--- config.mk ---
export PLATFORM = sky130hd
export DESIGN_NAME = tmr_irq_router
export DESIGN_NICKNAME = d
export VERILOG_FILES = /design/src/rtl/tir_pkg.sv /design/src/rtl/tir_slot.sv /design/src/rtl/tir_line_merge.sv /design/src/rtl/tir_msg_arb.sv /design/src/rtl/tmr_irq_router.sv
export SDC_FILE = /design/constraint.sdc
export NUM_CORES = 1
export LEC_CHECK = 0
export BUFFER_PORTS_ARGS = -buffer_cell sky130_fd_sc_hd__clkbuf_2
export CAP_MARGIN = 20
export CELL_PAD_IN_SITES_DETAIL_PLACEMENT = 1
export CELL_PAD_IN_SITES_GLOBAL_PLACEMENT = 2
export CORE_AREA = 2 2 206 208
export DETAILED_ROUTE_END_ITERATION = 6
export DIE_AREA = 0 0 208 210
export PLACE_DENSITY_LB_ADDON = 0.1
export SYNTH_ARGS = -nofsm -noshare
export SYNTH_HDL_FRONTEND = slang
export SYNTH_HIERARCHICAL = 1
export SYNTH_SLANG_ARGS = --single-unit
--- constraint.sdc ---
create_clock -name clk -period 14.9 [get_ports clk]
set_input_delay 2.98 -clock clk [delete_from_list [all_inputs] [get_ports clk]]
set_output_delay 2.98 -clock clk [all_outputs]
set_load 0.05 [all_outputs]
--- src/rtl/tir_pkg.sv ---
// Shared constants and types for the timer interrupt router.
// Assumes at least two timers and more than nine interrupt lines.
package tir_pkg;
    localparam int LEG_T0_LINE = 0;    // fixed line for timer 0 in legacy mode
    localparam int LEG_T1_LINE = 8;    // fixed line for timer 1 and the RTC input
    localparam int CAP_LINE    = 2;    // line advertised in every capability vector
    localparam int MSG_W       = 32;

    typedef struct packed {
        logic [MSG_W-1:0] addr;
        logic [MSG_W-1:0] data;
    } msg_word_t;
endpackage

--- src/rtl/tir_slot.sv ---
// Per-timer delivery state: level hold (which is also the status bit),
// one-clock edge pulse, and pending message flag.
// Assumes requests are synchronous to clk; gnt comes from the message arbiter.
module tir_slot (
    input  logic clk,
    input  logic rst_n,
    input  logic blk_en,
    input  logic tmr_en,
    input  logic fire,
    input  logic clr,
    input  logic level_trig,
    input  logic msg_en,
    input  logic gnt,
    output logic hold,
    output logic pulse,
    output logic pend
);
    logic msg_en_q;
    logic active;
    logic kill;
    logic hold_n;
    logic pulse_n;
    logic pend_n;

    // Work out the next delivery state from requests and enables
    always_comb begin
        active  = blk_en & tmr_en;
        kill    = clr | ~active | (msg_en & ~msg_en_q);
        hold_n  = hold;
        if (kill)
            hold_n = 1'b0;
        else if (fire && !msg_en)
            hold_n = level_trig;
        pulse_n = ~kill & fire & ~msg_en & ~level_trig;
        pend_n  = (pend & ~gnt) | (active & fire & msg_en);
    end

    // Register the delivery state
    always_ff @(posedge clk) begin
        if (!rst_n) begin
            msg_en_q <= 1'b0;
            hold     <= 1'b0;
            pulse    <= 1'b0;
            pend     <= 1'b0;
        end else begin
            msg_en_q <= msg_en;
            hold     <= hold_n;
            pulse    <= pulse_n;
            pend     <= pend_n;
        end
    end
endmodule

--- src/rtl/tir_line_merge.sv ---
// Maps each timer's hold and pulse onto its selected line and ORs the
// sources together; applies legacy overrides and the RTC pass-through.
// Assumes NUM_LINES > LEG_T1_LINE.
module tir_line_merge
    import tir_pkg::*;
#(
    parameter int NUM_TMR   = 4,
    parameter int NUM_LINES = 32,
    parameter int ROUTE_W   = 5
) (
    input  logic                       legacy_en,
    input  logic                       rtc_lvl,
    input  logic [NUM_TMR-1:0]         hold,
    input  logic [NUM_TMR-1:0]         pulse,
    input  logic [NUM_TMR*ROUTE_W-1:0] route_sel,
    output logic [NUM_LINES-1:0]       lines
);
    // Combine every source onto its target line
    always_comb begin
        lines = '0;
        for (int i = 0; i < NUM_TMR; i++) begin
            logic [ROUTE_W-1:0] tgt;
            tgt = route_sel[i*ROUTE_W +: ROUTE_W];
            if (legacy_en && i == 0) tgt = ROUTE_W'(LEG_T0_LINE);
            if (legacy_en && i == 1) tgt = ROUTE_W'(LEG_T1_LINE);
            lines[tgt] = lines[tgt] | hold[i] | pulse[i];
        end
        if (!legacy_en)
            lines[LEG_T1_LINE] = lines[LEG_T1_LINE] | rtc_lvl;
    end
endmodule

--- src/rtl/tir_msg_arb.sv ---
// Grants the lowest-index pending message and registers one write per cycle.
// Assumes msg_route holds the address in the upper half of each 64-bit word.
module tir_msg_arb
    import tir_pkg::*;
#(
    parameter int NUM_TMR = 4
) (
    input  logic                   clk,
    input  logic                   rst_n,
    input  logic [NUM_TMR-1:0]     pend,
    input  logic [NUM_TMR*64-1:0]  msg_route,
    output logic [NUM_TMR-1:0]     gnt,
    output logic                   msg_valid,
    output logic [MSG_W-1:0]       msg_addr,
    output logic [MSG_W-1:0]       msg_data
);
    msg_word_t sel;

    // Pick the lowest pending timer and its message word
    always_comb begin
        gnt = '0;
        sel = '0;
        for (int i = 0; i < NUM_TMR; i++) begin
            if (pend[i] && gnt == '0) begin
                gnt[i] = 1'b1;
                sel    = msg_route[i*64 +: 64];
            end
        end
    end

    // Register the granted write
    always_ff @(posedge clk) begin
        if (!rst_n) begin
            msg_valid <= 1'b0;
            msg_addr  <= '0;
            msg_data  <= '0;
        end else begin
            msg_valid <= |pend;
            msg_addr  <= sel.addr;
            msg_data  <= sel.data;
        end
    end
endmodule

--- src/rtl/tmr_irq_router.sv ---
// Top of the timer interrupt router: per-timer slots, line merge,
// message arbiter and the registered RTC input.
// Assumes NUM_TMR >= 2 and NUM_LINES > 9.
module tmr_irq_router
    import tir_pkg::*;
#(
    parameter int NUM_TMR   = 4,
    parameter int NUM_LINES = 32,
    localparam int ROUTE_W  = $clog2(NUM_LINES)
) (
    input  logic                         clk,
    input  logic                         rst_n,
    input  logic                         blk_en,
    input  logic                         legacy_en,
    input  logic                         rtc_irq_in,
    input  logic [NUM_TMR-1:0]           fire_req,
    input  logic [NUM_TMR-1:0]           clr_req,
    input  logic [NUM_TMR-1:0]           tmr_en,
    input  logic [NUM_TMR-1:0]           level_trig,
    input  logic [NUM_TMR-1:0]           msg_en,
    input  logic [NUM_TMR*ROUTE_W-1:0]   route_sel,
    input  logic [NUM_TMR*64-1:0]        msg_route,
    output logic [NUM_LINES-1:0]         irq_lines,
    output logic [NUM_TMR-1:0]           status,
    output logic                         msg_valid,
    output logic [MSG_W-1:0]             msg_addr,
    output logic [MSG_W-1:0]             msg_data,
    output logic [NUM_TMR*NUM_LINES-1:0] route_cap
);
    logic [NUM_TMR-1:0] hold;
    logic [NUM_TMR-1:0] pulse;
    logic [NUM_TMR-1:0] pend;
    logic [NUM_TMR-1:0] msg_gnt;
    logic               rtc_q;

    // Sample the external RTC level
    always_ff @(posedge clk) begin
        if (!rst_n) rtc_q <= 1'b0;
        else        rtc_q <= rtc_irq_in;
    end

    for (genvar i = 0; i < NUM_TMR; i++) begin : g_slot
        tir_slot u_slot (
            .clk        (clk),
            .rst_n      (rst_n),
            .blk_en     (blk_en),
            .tmr_en     (tmr_en[i]),
            .fire       (fire_req[i]),
            .clr        (clr_req[i]),
            .level_trig (level_trig[i]),
            .msg_en     (msg_en[i]),
            .gnt        (msg_gnt[i]),
            .hold       (hold[i]),
            .pulse      (pulse[i]),
            .pend       (pend[i])
        );
        assign route_cap[i*NUM_LINES +: NUM_LINES] = NUM_LINES'(1) << CAP_LINE;
    end

    assign status = hold;

    tir_line_merge #(
        .NUM_TMR   (NUM_TMR),
        .NUM_LINES (NUM_LINES),
        .ROUTE_W   (ROUTE_W)
    ) u_merge (
        .legacy_en (legacy_en),
        .rtc_lvl   (rtc_q),
        .hold      (hold),
        .pulse     (pulse),
        .route_sel (route_sel),
        .lines     (irq_lines)
    );

    tir_msg_arb #(
        .NUM_TMR (NUM_TMR)
    ) u_arb (
        .clk       (clk),
        .rst_n     (rst_n),
        .pend      (pend),
        .msg_route (msg_route),
        .gnt       (msg_gnt),
        .msg_valid (msg_valid),
        .msg_addr  (msg_addr),
        .msg_data  (msg_data)
    );
endmodule

==> flow_summary.html <==
<table>
<tr><th>Metric</th><th>Value</th></tr>
<tr><th colspan="2">Worst setup path</th></tr>
<tr><td>Data required time at the worst endpoint</td><td>roughly 12000 ps</td></tr>
<tr><td>Arrival time at the worst endpoint</td><td>about 7800 ps</td></tr>
<tr><td>Most common cell type on the critical path</td><td>clkbuf_2</td></tr>
<tr><td>Worst setup path class</td><td>in -&gt; out</td></tr>
<tr><td>Crit. End Element</td><td>primary output</td></tr>
<tr><td>Setup slack of the worst register-to-register path</td><td>~12000 ps</td></tr>
<tr><td>Critical Path Start Type</td><td>input port</td></tr>
<tr><td>Number of cells on the worst reg-to-reg path</td><td>5</td></tr>
<tr><td>RR Startpoint</td><td>g_slot[1].u_slot/pend$_SDFF_PN0_</td></tr>
<tr><td>Crit Path Max Fanout</td><td>22</td></tr>
<tr><td>Critical Path, Cell by Cell</td><td>clkbuf_2 &gt; nor2_1 &gt; nand2_1 &gt; a311o_1 &gt; a221oi_2 &gt; a31o_2 &gt; nand4_4 &gt; o311ai_0 &gt; o311a_1 &gt; nand4_1 &gt; nor3_2 &gt; buf_4 &gt; o21ai_0 &gt; clkbuf_2</td></tr>
<tr><td>Reg-to-reg endpoint</td><td>u_arb/msg_addr[27]$_SDFF_PN0_</td></tr>
<tr><td>Delay of the slowest cell on the worst path</td><td>roughly 850 ps</td></tr>
<tr><td>Master of the slowest instance on the critical path</td><td>nor2_1</td></tr>
<tr><th colspan="2">Synthesis</th></tr>
<tr><td>EDFF count, synth</td><td>0</td></tr>
<tr><td>Dominant cell type by area after synthesis</td><td>dfxtp_1</td></tr>
<tr><td>Number of storage elements in the synthesis netlist</td><td>82</td></tr>
<tr><td>Primary FF master, synth</td><td>dfxtp_1</td></tr>
<tr><td>Share of the yosys chip area belonging to registers</td><td>0.191</td></tr>
<tr><td>Syn. warnings</td><td>6</td></tr>
<tr><td>Largest cells by area after synthesis</td><td>dfxtp_1 (19%), buf_4 (12%), a221o_1 (7.4%)</td></tr>
<tr><td>Number of library cell types mapped by synthesis</td><td>93</td></tr>
<tr><td>Fraction of synthesis flops using an asynchronous set or reset pin</td><td>0</td></tr>
<tr><td>Top cell type's share of synthesized area</td><td>0.191</td></tr>
<tr><td>Post-synthesis instance total</td><td>1099</td></tr>
<tr><td>Average cell area after synthesis</td><td>7.83 um^2</td></tr>
<tr><td>Post-Syn Area</td><td>around 0.0086 mm^2</td></tr>
<tr><th colspan="2">Power and ir drop</th></tr>
<tr><td>Net switching power</td><td>0.321 mW</td></tr>
<tr><td>Sequential Power Share</td><td>0.300</td></tr>
<tr><td>Worst ir drop on vdd</td><td>0.0000510 V</td></tr>
<tr><td>Cell-internal power</td><td>between 0.4 and 0.5 mW</td></tr>
<tr><td>Power per cell area</td><td>around 73 mW/mm^2</td></tr>
<tr><td>Switching Fraction</td><td>0.409</td></tr>
<tr><td>Logic gate share of total power</td><td>0.357</td></tr>
<tr><td>P_leak</td><td>~4.5 nW</td></tr>
<tr><td>Clock network power share</td><td>0.344</td></tr>
<tr><th colspan="2">STA</th></tr>
<tr><td>Slew at the pin closest to its max-slew limit</td><td>1160 ps</td></tr>
<tr><td>Normalized max-slew margin</td><td>0.228</td></tr>
<tr><td>Final setup fails</td><td>0</td></tr>
<tr><td>Fmax</td><td>92.5 MHz</td></tr>
<tr><td>RSZ-0062 raised after global routing</td><td>no</td></tr>
<tr><td>Min Clock Period, post-route</td><td>10810 ps</td></tr>
<tr><td>Number of failing hold endpoints at the final stage</td><td>0</td></tr>
<tr><td>Final worst path period share</td><td>0.725</td></tr>
<tr><td>Final clock skew</td><td>12.2 ps</td></tr>
<tr><td>Max Transition Viols Final</td><td>0</td></tr>
<tr><td>Sum of negative setup slack</td><td>0 ps</td></tr>
<tr><th colspan="2">Global routing</th></tr>
<tr><td>GRT Total Usage</td><td>0.231</td></tr>
<tr><td>Pin count of the biggest net entering global routing</td><td>83</td></tr>
<tr><td>First-pass GRT wire length</td><td>74300 um</td></tr>
<tr><td>Remaining global-route overflow</td><td>0</td></tr>
<tr><td>Number of antenna violations at the first check in global routing</td><td>11</td></tr>
<tr><td>Number of global-route vias before repair</td><td>between 10000 and 15000</td></tr>
<tr><th colspan="2">Clock tree</th></tr>
<tr><td>Post-CTS Hold Fix Bufs</td><td>0</td></tr>
<tr><td>TritonCTS buffer count</td><td>9</td></tr>
<tr><td>TritonCTS clock tree</td><td>done</td></tr>
<tr><td>Count of cells resized by post-cts repair</td><td>0</td></tr>
<tr><td>Setup repair bufs after CTS</td><td>0</td></tr>
<tr><td>Clock slew at the register clock pins of the worst setup and hold paths</td><td>60 ps</td></tr>
<tr><td>Count of H-tree levels built during CTS</td><td>3</td></tr>
<tr><td>Number of buffers on the longest clock path</td><td>2</td></tr>
<tr><td>Clk root buf</td><td>clkbuf_16</td></tr>
<tr><td>Clock sink count</td><td>82</td></tr>
<tr><td>Worst skew pair latency</td><td>~370 ps</td></tr>
<tr><th colspan="2">Cells and area</th></tr>
<tr><td>Net total in the final layout</td><td>1735</td></tr>
<tr><td>Leading cell type in the layout, fill and taps excluded</td><td>clkbuf_2</td></tr>
<tr><td>Top library cells by usage in the layout, fill and taps aside</td><td>clkbuf_2 (401), conb_1 (128), nand2_1 (105)</td></tr>
<tr><td>Number of inserted filler cells in the final layout</td><td>5170</td></tr>
<tr><td>Ratio of cells with drive above 1 in the final layout</td><td>0.338</td></tr>
<tr><td>Layout Cells excl Fill</td><td>1980</td></tr>
<tr><td>Synth-to-layout area growth</td><td>24.9%</td></tr>
<tr><th colspan="2">Route</th></tr>
<tr><td>DRT Pass-1 Iters</td><td>5</td></tr>
<tr><td>Sum of routed wire length over all layers</td><td>52700 um</td></tr>
<tr><td>Vias post-DR</td><td>~10000</td></tr>
<tr><td>DRC violations left</td><td>0</td></tr>
<tr><td>Violation count after the first detailed-routing iteration</td><td>539</td></tr>
<tr><td>Number of nets with antenna violations after routing</td><td>0</td></tr>
<tr><td>Via density</td><td>5.04</td></tr>
<tr><td>Detailed-route wire length per cell</td><td>26.6 um</td></tr>
<tr><th colspan="2">Die</th></tr>
<tr><td>Die boundary width</td><td>208 um</td></tr>
<tr><td>Std-Cell Core Area</td><td>0.0415 mm^2</td></tr>
<tr><td>Site Rows</td><td>75</td></tr>
<tr><td>Height of the die</td><td>210 um</td></tr>
<tr><td>Starting Density</td><td>0.208</td></tr>
<tr><td>Area enclosed by the die boundary</td><td>0.0437 mm^2</td></tr>
<tr><td>I/O pin cnt</td><td>530</td></tr>
<tr><th colspan="2">Run</th></tr>
<tr><td>Max-cap violation count</td><td>0</td></tr>
<tr><th colspan="2">Min path</th></tr>
<tr><td>Terminating pin of the worst hold path</td><td>g_slot[3].u_slot/pend$_SDFF_PN0_</td></tr>
<tr><td>Startpoint of the most critical hold path</td><td>g_slot[3].u_slot/pend$_SDFF_PN0_</td></tr>
<tr><td>Depth of the worst hold-timing path</td><td>2</td></tr>
<tr><td>Hold WC Path Type</td><td>reg -&gt; reg</td></tr>
<tr><th colspan="2">Placement</th></tr>
<tr><td>Number of buffers added on ports</td><td>401</td></tr>
<tr><td>DP HPWL</td><td>42300 um</td></tr>
<tr><td>Number of placed cells counting well taps</td><td>1962</td></tr>
<tr><td>Final weighted congestion in routability-driven placement</td><td>0.866</td></tr>
<tr><th colspan="2">Status</th></tr>
<tr><td>Run status</td><td>finished clean</td></tr>
</table>
-- worst max-delay path by stage --
stage | startpoint | cells past startpoint | to | slack, ps
final | route_sel[7] | 14 | irq_lines[4] | 4090
after global routing | route_sel[7] | 14 | irq_lines[4] | 3660
after CTS | route_sel[7] | 14 | irq_lines[4] | 4150
after detailed placement | route_sel[7] | 14 | irq_lines[4] | 4180
after global placement | legacy_en | 14 | irq_lines[4] | 4170
after floorplan | legacy_en | 12 | irq_lines[16] | 5290
-- power by group through the flow --
| stage | logic [mW] | clock network [mW] | registers, mW |
|---|---|---|---|
| after floorplan | 0.187 | 0 | 0.270 |
| after global placement | 0.279 | 0 | 0.240 |
| after detailed placement | 0.278 | 0 | 0.240 |
| after CTS | 0.279 | 0.280 | 0.235 |
| after global routing | 0.295 | 0.290 | 0.236 |
| final | 0.280 | 0.270 | 0.235 |
-- critical path: cells and delay by family --
family / cells / cell delay [ps]
buffers and inverters: 3 / 810
AOI/OAI and AO/OA: 6 / 1870
and+or+nand+nor: 5 / 2110
-- final cells by class --
class	instances	area [um^2]	share of cell area
Tap cell	539	674	0.0627
Sequential cell	82	1650	0.153
Clock buffer	11	264	0.0245
Clock inverter	5	83.8	0.00779
Multi-Input combinational cell	910	5890	0.547
Inverter	10	37.5	0.00349
Timing Repair Buffer	421	2160	0.201
Antenna cell	2	5.00	0.000465
-- routing by layer --
metal / vias up / global-route usage / part of all wire
met2: 333 / 0.415 / 0.51
met5: - / 0 / 0.0023
met3: 55 / 0.0612 / 0.071
met1: 4972 / 0.276 / 0.40
li1: 4590 / - / -
met4: 20 / 0.0496 / 0.017
-- cell families after synthesis --
logic type                synth area share
muxes                               0.0163
and+or+nand+nor                      0.281
AOI/OAI and AO/OA                    0.321
other                             0.000872
xor gates and xnor gates           0.00712
DFF                                  0.191
buffers and inverters                0.183
-- cell usage after synthesis, types with 16 or more instances --
| cell type | number |
|---|---|
| buf_4 | 135 |
| nand2b_1 | 83 |
| a32o_1 | 64 |
| nand3_1 | 29 |
| and2_1 | 16 |
| buf_6 | 23 |
| nor3_1 | 36 |
| o21ai_0 | 32 |
| o211ai_1 | 17 |
| a21oi_1 | 34 |
| a221o_1 | 64 |
| dfxtp_1 | 82 |
| buf_2 | 16 |
| nor2_1 | 58 |
| clkbuf_1 | 42 |
| nand2_1 | 105 |
-- metrics by stage --
step	util	setup WS (ps)	hold WS (ps)	total power [mW]	area, um^2
2_1_floorplan	-	5290	466	0.457	9080
3_3_place_gp	0.251	4170	507	0.519	10400
3_5_place_dp	0.251	4180	507	0.519	10400
4_1_cts	0.259	4150	521	0.795	10800
5_1_grt	0.259	3660	533	0.822	10800
6_report	0.259	4090	511	0.786	10800
-- state kept, by name (all words and copies together), names as in the netlist --
signal,count
u_arb/msg_data,32
g_slot.u_slot/hold,4
g_slot.u_slot/msg_en_q,4
g_slot.u_slot/pulse,4
u_arb/msg_valid,1
g_slot.u_slot/pend,4
rtc_q,1
u_arb/msg_addr,32
Power figures use the tool's default switching activity.
